==> config.mk <==
export PLATFORM = sky130hd
export DESIGN_NAME = cgn_top
export DESIGN_NICKNAME = d
export VERILOG_FILES = /design/src/rtl/cgn_pkg.sv /design/src/rtl/cgn_boot_timer.sv /design/src/rtl/cgn_local_fsm.sv /design/src/rtl/cgn_trunk_fsm.sv /design/src/rtl/cgn_top.sv
export SDC_FILE = /design/constraint.sdc
export NUM_CORES = 1
export LEC_CHECK = 0
export BUFFER_PORTS_ARGS = -buffer_cell sky130_fd_sc_hd__buf_2
export CORE_AREA = 8 8 45 47
export CTS_BUF_LIST = sky130_fd_sc_hd__clkbuf_2 sky130_fd_sc_hd__clkbuf_4 sky130_fd_sc_hd__clkbuf_8
export DETAILED_ROUTE_END_ITERATION = 7
export DIE_AREA = 0 0 53 55
export PLACE_DENSITY = 0.7
export SETUP_SLACK_MARGIN = 0.15
export SLEW_MARGIN = 10
export SYNTH_ARGS = -nofsm -noshare
export SYNTH_HDL_FRONTEND = slang
export SYNTH_SLANG_ARGS = --single-unit
==> constraint.sdc <==
create_clock -name clk -period 2.89 [get_ports clk]
set_clock_uncertainty 0.05 [all_clocks]
set_input_delay 0.289 -clock clk [delete_from_list [all_inputs] [get_ports clk]]
set_output_delay 0.289 -clock clk [all_outputs]
set_load 0.01 [all_outputs]
==> src/rtl/cgn_pkg.sv <==
package cgn_pkg;
   localparam int TRUNK_W = 3;
   localparam int LOCAL_W = 2;

   typedef enum logic [TRUNK_W-1:0] {
      TK_RUN   = 3'd0,
      TK_STOP  = 3'd1,
      TK_WRES  = 3'd2,
      TK_START = 3'd3,
      TK_WLOC  = 3'd4
   } trunk_st_e;

   typedef enum logic [LOCAL_W-1:0] {
      LC_RUN   = 2'd0,
      LC_DRAIN = 2'd1,
      LC_STOP  = 2'd2
   } local_st_e;
endpackage

==> src/rtl/cgn_boot_timer.sv <==
module cgn_boot_timer #(
   parameter int unsigned BOOT_DELAY = 16
) (
   input  logic clk,
   input  logic rst_n,
   output logic done_o
);
   localparam int CNT_W = (BOOT_DELAY < 2) ? 1 : $clog2(BOOT_DELAY + 1);

   generate
      if (BOOT_DELAY > 65535) begin : g_bad_delay
         $error("cgn_boot_timer: BOOT_DELAY too large");
      end

      if (BOOT_DELAY == 0) begin : g_immediate
         assign done_o = 1'b1;
      end else begin : g_count
         logic [CNT_W-1:0] cnt_q;
         logic             done_q;

         always_ff @(posedge clk or negedge rst_n) begin
            if (!rst_n) begin
               cnt_q  <= '0;
               done_q <= 1'b0;
            end else if (!done_q) begin
               cnt_q  <= cnt_q + 1'b1;
               done_q <= (cnt_q == CNT_W'(BOOT_DELAY - 1));
            end
         end

         assign done_o = done_q;

         assert_done_sticky_R5: assert property (@(posedge clk) disable iff (!rst_n)
            done_q |=> done_q);
      end
   endgenerate
endmodule

==> src/rtl/cgn_local_fsm.sv <==
module cgn_local_fsm
   import cgn_pkg::*;
(
   input  logic      clk,
   input  logic      rst_n,
   input  logic      go_i,
   input  logic      fifo_empty_i,
   input  logic      release_i,
   output local_st_e state_o,
   output logic      clk_en_o
);
   local_st_e st_q, st_d;

   always_comb begin
      st_d = st_q;
      unique case (st_q)
         LC_RUN:   if (go_i)         st_d = LC_DRAIN;
         LC_DRAIN: if (fifo_empty_i) st_d = LC_STOP;
         LC_STOP:  if (release_i)    st_d = LC_RUN;
         default:                    st_d = LC_RUN;
      endcase
   end

   always_ff @(posedge clk or negedge rst_n) begin
      if (!rst_n) st_q <= LC_RUN;
      else        st_q <= st_d;
   end

   assign state_o  = st_q;
   assign clk_en_o = (st_q == LC_RUN) || (st_q == LC_DRAIN);

   assert_stop_via_drain_R8: assert property (@(posedge clk) disable iff (!rst_n)
      (st_q == LC_DRAIN && !fifo_empty_i) |=> (st_q == LC_DRAIN));

   assert_run_hold_R7: assert property (@(posedge clk) disable iff (!rst_n)
      (st_q == LC_RUN && !go_i) |=> (st_q == LC_RUN));
endmodule

==> src/rtl/cgn_trunk_fsm.sv <==
module cgn_trunk_fsm
   import cgn_pkg::*;
(
   input  logic      clk,
   input  logic      rst_n,
   input  local_st_e local_st_i,
   input  logic      wake_i,
   output trunk_st_e state_o,
   output logic      release_o,
   output logic      clk_en_o
);
   trunk_st_e st_q, st_d;

   always_comb begin
      st_d = st_q;
      unique case (st_q)
         TK_RUN:   if (local_st_i == LC_STOP) st_d = TK_STOP;
         TK_STOP:  if (wake_i)                st_d = TK_WRES;
         TK_WRES:                             st_d = TK_START;
         TK_START:                            st_d = TK_WLOC;
         TK_WLOC:  if (local_st_i == LC_RUN)  st_d = TK_RUN;
         default:                             st_d = TK_RUN;
      endcase
   end

   always_ff @(posedge clk or negedge rst_n) begin
      if (!rst_n) st_q <= TK_RUN;
      else        st_q <= st_d;
   end

   assign state_o   = st_q;
   assign release_o = (st_q == TK_WLOC);
   assign clk_en_o  = (st_q == TK_RUN) || (st_q == TK_START) || (st_q == TK_WLOC);

   assert_trunk_stop_after_local_R9: assert property (@(posedge clk) disable iff (!rst_n)
      (st_q == TK_RUN && local_st_i != LC_STOP) |=> (st_q == TK_RUN));

   assert_resume_order_R10: assert property (@(posedge clk) disable iff (!rst_n)
      (st_q == TK_WRES) |=> (st_q == TK_START));
endmodule

==> src/rtl/cgn_top.sv <==
module cgn_top
   import cgn_pkg::*;
#(
   parameter int unsigned BOOT_DELAY = 16
) (
   input  logic       clk,
   input  logic       rst_n,
   input  logic       gate_en,
   input  logic       wake_req,
   input  logic       fifo_empty,
   input  logic       unit_busy,
   input  logic       keep_run_strap,
   output logic       trunk_clk_en,
   output logic       local_clk_en,
   output logic [7:0] status_o
);
   logic      boot_done;
   logic      auto_spent_q;
   logic      auto_pending;
   logic      local_go;
   logic      release_w;
   local_st_e local_st;
   trunk_st_e trunk_st;

   cgn_boot_timer #(.BOOT_DELAY(BOOT_DELAY)) u_timer (
      .clk    (clk),
      .rst_n  (rst_n),
      .done_o (boot_done)
   );

   always_ff @(posedge clk or negedge rst_n) begin
      if (!rst_n)                  auto_spent_q <= 1'b0;
      else if (local_st == LC_STOP) auto_spent_q <= 1'b1;
   end

   assign auto_pending = boot_done && !keep_run_strap && !auto_spent_q;
   assign local_go     = (gate_en || auto_pending) && !unit_busy;

   cgn_local_fsm u_local (
      .clk          (clk),
      .rst_n        (rst_n),
      .go_i         (local_go),
      .fifo_empty_i (fifo_empty),
      .release_i    (release_w),
      .state_o      (local_st),
      .clk_en_o     (local_clk_en)
   );

   cgn_trunk_fsm u_trunk (
      .clk        (clk),
      .rst_n      (rst_n),
      .local_st_i (local_st),
      .wake_i     (wake_req),
      .state_o    (trunk_st),
      .release_o  (release_w),
      .clk_en_o   (trunk_clk_en)
   );

   assign status_o = {1'b0, trunk_st, 1'b0, local_st, unit_busy};

   assert_local_stopped_gates_trunk_R11: assert property (@(posedge clk) disable iff (!rst_n)
      (local_st == LC_STOP && trunk_st == TK_STOP) |-> (!trunk_clk_en && !local_clk_en));

   assert_auto_once_R12: assert property (@(posedge clk) disable iff (!rst_n)
      (auto_spent_q && keep_run_strap == 1'b0 && !gate_en && local_st == LC_RUN)
         |=> (local_st == LC_RUN));
endmodule

# Word level (Yosys, flattened, before mapping)
# Index checks and enable logic that the tools add are counted.
[totals]
ff_bits = 12
inputBits = 7
output_inout_bits = 10
word_cells = 42
[classes]
add_sub_neg = 1
n_eq_ne = 13
mux = 9
n_reduce_logical = 14
[ops]
columns = ["op", "n"]
rows = [
  ["one-hot mux 3 bit (5 select lines)", 1],
  ["!= test 2 bit, second input constant", 5],
  ["2-to-1 mux 3 bit", 3],
  ["equality test 3 x 2 -> 1 bit, second input constant", 2],
  ["2-to-1 mux 2 bit", 3],
  ["one-hot mux 2 bit (3 select lines)", 1],
  ["AND reduction 3 bit", 2],
  ["adder 5 x 1 -> 5 bit, second input constant", 1],
  ["equality test 5 x 4 -> 1 bit, second input constant", 1],
  ["logical OR 1 bit", 4],
  ["equality test 3 x 1 -> 1 bit, second input constant", 1],
  ["equality test 3 bit, second input constant", 1],
  ["logical AND 1 bit", 3],
  ["logical NOT 1 bit", 3],
  ["logical NOT 3 bit", 1],
  ["equality test 2 x 1 -> 1 bit, second input constant", 1],
  ["equality test 2 bit, second input constant", 1],
  ["logical NOT 2 bit", 1],
  ["!= test 2 x 1 -> 1 bit, second input constant", 1],
  ["2-to-1 mux 1 bit", 1],
]

# Logic depth before layout (Yosys ltp)
[logic_depth]
ltp_word = 7
ltp_mapped = 4
mapped_depth_nobuf = 4

# Cells and area by module
# From an unflattened synthesis, not the netlist that was laid out.
[hier_totals]
cells_unflattened = 51
hier_area_um2 = 561.8
[modules_own_cells]
columns = ["module", "instances", "cells_each", "area_each_um2", "seq_area_each_um2"]
rows = [
  ["cgn_boot_timer", 1, 19, 252.7, 150.1],
  ["cgn_trunk_fsm", 1, 15, 148.9, 75.1],
  ["cgn_local_fsm", 1, 7, 80.1, 50.0],
  ["cgn_top", 1, 10, 80.1, 25.0],
]

# Worst setup path after synthesis
# OpenSTA, ideal clock, no wires.
[synth_timing]
path_type = "register to register"
from = "register u_timer.g_count.cnt_q[0]"
to = "register u_timer.g_count.done_q (netlist: u_timer.done_o)"
setup_time_ps = 127
t_arrival_ps = 1170
required_ps = 2713
setup_slack_ps = 1543
stages_incl_launch_ff = 5
path_buffers = 0
period_less_slack_ps = 1347
cell_sequence = "dfrtp_1 -> ha_1 -> and3_1 -> ha_1 -> or2_2"
[synth_via]
elab_chain_len = 2
[synth_rtl]
columns = ["element", "line", "source"]
rows = [
  ["start, declared", "cgn_boot_timer.sv:18", "logic [CNT_W-1:0] cnt_q;"],
  ["start signal, assigned", "cgn_boot_timer.sv:26", "cnt_q <= cnt_q + 1'b1;"],
  ["equality test 5 x 4 -> 1 bit", "cgn_boot_timer.sv:27", "done_q <= (cnt_q == CNT_W'(BOOT_DELAY - 1));"],
  ["2-to-1 mux 1 bit", "cgn_boot_timer.sv:25", "end else if (!done_q) begin"],
  ["end signal, assigned", "cgn_boot_timer.sv:27", ""],
  ["end, declared", "cgn_boot_timer.sv:19", "logic done_q;"],
]
# Every way passes these cells.
# A chain may end at the register's enable or synchronous reset.

# Worst setup path after layout
[layout_timing]
from = "register u_trunk.st_q[2] (netlist: u_trunk.state_o[2])"
to = "output port trunk_clk_en"
[layout_via]
elab_chain_len = 3
elab_cells_between_ends = 5
classes_between = "eq/ne (2); reduce/logical (3)"
[layout_rtl]
columns = ["element", "line", "source"]
rows = [
  ["start, declared", "cgn_trunk_fsm.sv:12", "trunk_st_e st_q, st_d;"],
  ["start signal, assigned", "cgn_trunk_fsm.sv:28", "else st_q <= st_d;"],
  ["equality test 3 x 2 -> 1 bit or logical NOT 3 bit (tied branches)", "cgn_trunk_fsm.sv:33", "assign clk_en_o = (st_q == TK_RUN) || (st_q == TK_START) || (st_q == TK_WLOC);"],
  ["logical OR 1 bit", "cgn_trunk_fsm.sv:33", ""],
  ["logical OR 1 bit *", "cgn_trunk_fsm.sv:33", ""],
  ["end, declared", "cgn_top.sv:13", "output logic trunk_clk_en,"],
]
# Mark *: on every way between the ends. The rest lies on a longest branch, timed or not.

==> reports/metrics.cfg <==
[synth]
synth.lib_cells_used.distinct = 23
synth_async_sr_flop_share = 1.00
ys.flop_type = sky130_fd_sc_hd__dfrtp_1
avgSynthCellArea_um2 = 10.8
yosys_warnings = 0
number_of_enable_flip_flop_cells_after_synthesis = 0
synthesis.instances = 53
seq_area_frac_synth = 0.526
synth.ff_latch_count = 12
synthesis.area_um2 = 571

[clocking]
clock_sink_count = 12
clkTransAtPathRegs_ps = 80
numCtsBuffers = 3
htree_num_levels = 1
cts_setup_buffers = 0
cts_tree = yes
clock_tree.root_cell = sky130_fd_sc_hd__clkbuf_4
clock_path_buffers = 2
clock_latency_on_the_worst_skew_pair_ps = 270

[power_and_ir_drop]
switching_share = 0.337
internal_power_w = 0.000338
p_switching_w = 0.000172
clkPwrFrac = 0.261
leakage_nw = 0.351
combPwrFrac = 0.279
power_density_nw_per_um2 = 754
peakVddDrop_mv = 0.347
p_seq_frac = 0.460

[detailed_routing]
wirelength_per_cell_um = 12.2
dr_total_vias = 425
post_drt_via_cell_ratio = 5.00
remaining_drc_errors = 0
firstDrtPassIters = 3
drt_first_iter_violations = 4
route.final.wire_length_um = 1040
antenna_left = 0

[final_layout]
finished_core_util = 0.489
layout_common_cells = sky130_fd_sc_hd__buf_2 (14), sky130_fd_sc_hd__dfrtp_1 (12), sky130_fd_sc_hd__o21ai_0 (4), sky130_fd_sc_hd__nand2b_1 (4)
area_delta_synth_final_pct = 18.6
antenna-diode-count = 0
final_layout_size_suffix_gt1_frac = 0.304
nets = 79
fillCellCount = 130
final_common_cell = sky130_fd_sc_hd__buf_2
post_layout_nonfiller_instances = 85

[run_status]
status = finished, final reports clean

[worst_hold_path]
worst_hold_startpoint = wake_req
hold-path-cell-count = 3
hp-class = in -> reg
worst_hold_path.endpoint = u_trunk.state_o[1]

[setup_path]
crit_arrival_ps = 1120
required_ps = 2550
rr_startpoint = u_timer.g_count.cnt_q[0]
cp-end-kind = primary output
worst_r2r_path_depth = 4
critPathMaxFanout = 6
regToRegSetupSlack_ps = 1500
timing.critical_path.from_type = flip-flop
r2r_end = u_timer.done_o
critical_path_class = reg -> out

[sta]
maxSlewViolCount = 0
rsz0062_at_grt = false
finalHoldViolations = 0
worst_slack_on_hold_paths_ps = 232
timing.final.setup_violations = 0
final.min_clock_period_ps = 1460
tns_ps = 0
portion_of_the_clock_cycle_consumed_by_the_worst_path_in_the_final_layout = 0.506
max_freq_mhz = 684

[die]
fp.dieArea_um2 = 2920
core-area_um2 = 1380
die_x_um = 53
placementRows = 14
die_height_um = 55
floorplan.initialDensity = 0.412
boundaryPins = 17

[global_routing]
globalRouteTotalUtil = 0.0845
first_global_vias = 443
grt_pass1_wl_um = 1790
grt_max_degree = 13
antenna_violations_before_repair = 0
grt-ovfl-total = 0

[placed_design]
place_congestion = 0.632
hpwl_um = 792
place.detailed.instances = 80
io_buffer_count = 14

[flow_run]
timing.max_cap.violations = 0

critical path: stages, from the launching register on:
cell and delay [ps]:
sky130_fd_sc_hd__dfrtp_1 430, sky130_fd_sc_hd__nand3b_1 190, sky130_fd_sc_hd__o21ai_0 80, sky130_fd_sc_hd__buf_2 150
metal layers:
layer,part of all wire,global-route usage
met5,0,0
met1,0.47,0.0939
met4,0.0087,0.0647
met2,0.46,0.127
met3,0.057,0.0348
synthesized netlist by cell type (all sizes together), types with 2 or more instances:
cell type	count	area, um^2
a21oi	2	10.0
buf	4	33.8
dfrtp	12	300
ha	2	25.0
inv	3	11.3
nand2	3	11.3
nand2b	4	25.0
nand3	2	10.0
nor2	3	11.3
nor3b	2	20.0
o21ai	5	25.0
xnor2	3	26.3
flip-flops by register name (all words and copies together), names as in the netlist:
name,count
u_timer.g_count.cnt_q,5
u_trunk.state_o,3
u_local.state_o,2
auto_spent_q,1
u_timer.done_o,1
how the worst max path moves through the flow:
stage	startpoint	endpoint	slack, ps	cells after the start
detailed placement	u_timer.g_count.cnt_q[0]	u_timer.done_o	1510	4
finish	u_trunk.state_o[2]	trunk_clk_en	1430	3
CTS	u_trunk.state_o[2]	trunk_clk_en	1410	3
global route	u_trunk.state_o[2]	trunk_clk_en	1350	3
global placement	u_timer.g_count.cnt_q[0]	u_timer.done_o	1530	4
floorplan	u_timer.g_count.cnt_q[0]	u_timer.done_o	1540	4
metrics by stage:
stage	area (um^2)	total power [W]	setup WS, ps
global route	677	0.000551	1350
floorplan	574	0.000316	1540
global placement	631	0.000377	1530
detailed placement	631	0.000382	1510
finish	677	0.000510	1430
CTS	677	0.000519	1410
kinds of logic after synthesis:
kind of cell    synth area share
compound gates            0.0789
xor+xnor                  0.0461
fa+ha+maj                 0.0439
buf+inv                   0.0789
flops                      0.526
mux                       0.0197
other cells              0.00657
simple gates               0.200
area by class of cell:
cell class / instances / area, um^2 / area share
flip-flops and latches: 12 / 300 / 0.444
multi-input cells: 35 / 229 / 0.338
repair buffers: 15 / 80.1 / 0.118
clock buffers: 4 / 36.3 / 0.0536
well taps: 16 / 20.0 / 0.0296
inverters: 3 / 11.3 / 0.0166
power groups by stage:
stage | registers, W | logic (W) | clock network, W
after floorplan | 0.000243 | 0.0000736 | 0
final | 0.000235 | 0.000142 | 0.000133
after CTS | 0.000234 | 0.000146 | 0.000139
after global routing | 0.000240 | 0.000164 | 0.000146
after global placement | 0.000235 | 0.000142 | 0
after detailed placement | 0.000237 | 0.000145 | 0
repair_timing:
action                                 4_1_cts  5_1_grt
gates resized for setup                      0        0
endpoints found under the hold margin       12        0
hold buffers                                 1        0
Note: power is estimated with default switching activity, not from simulation.
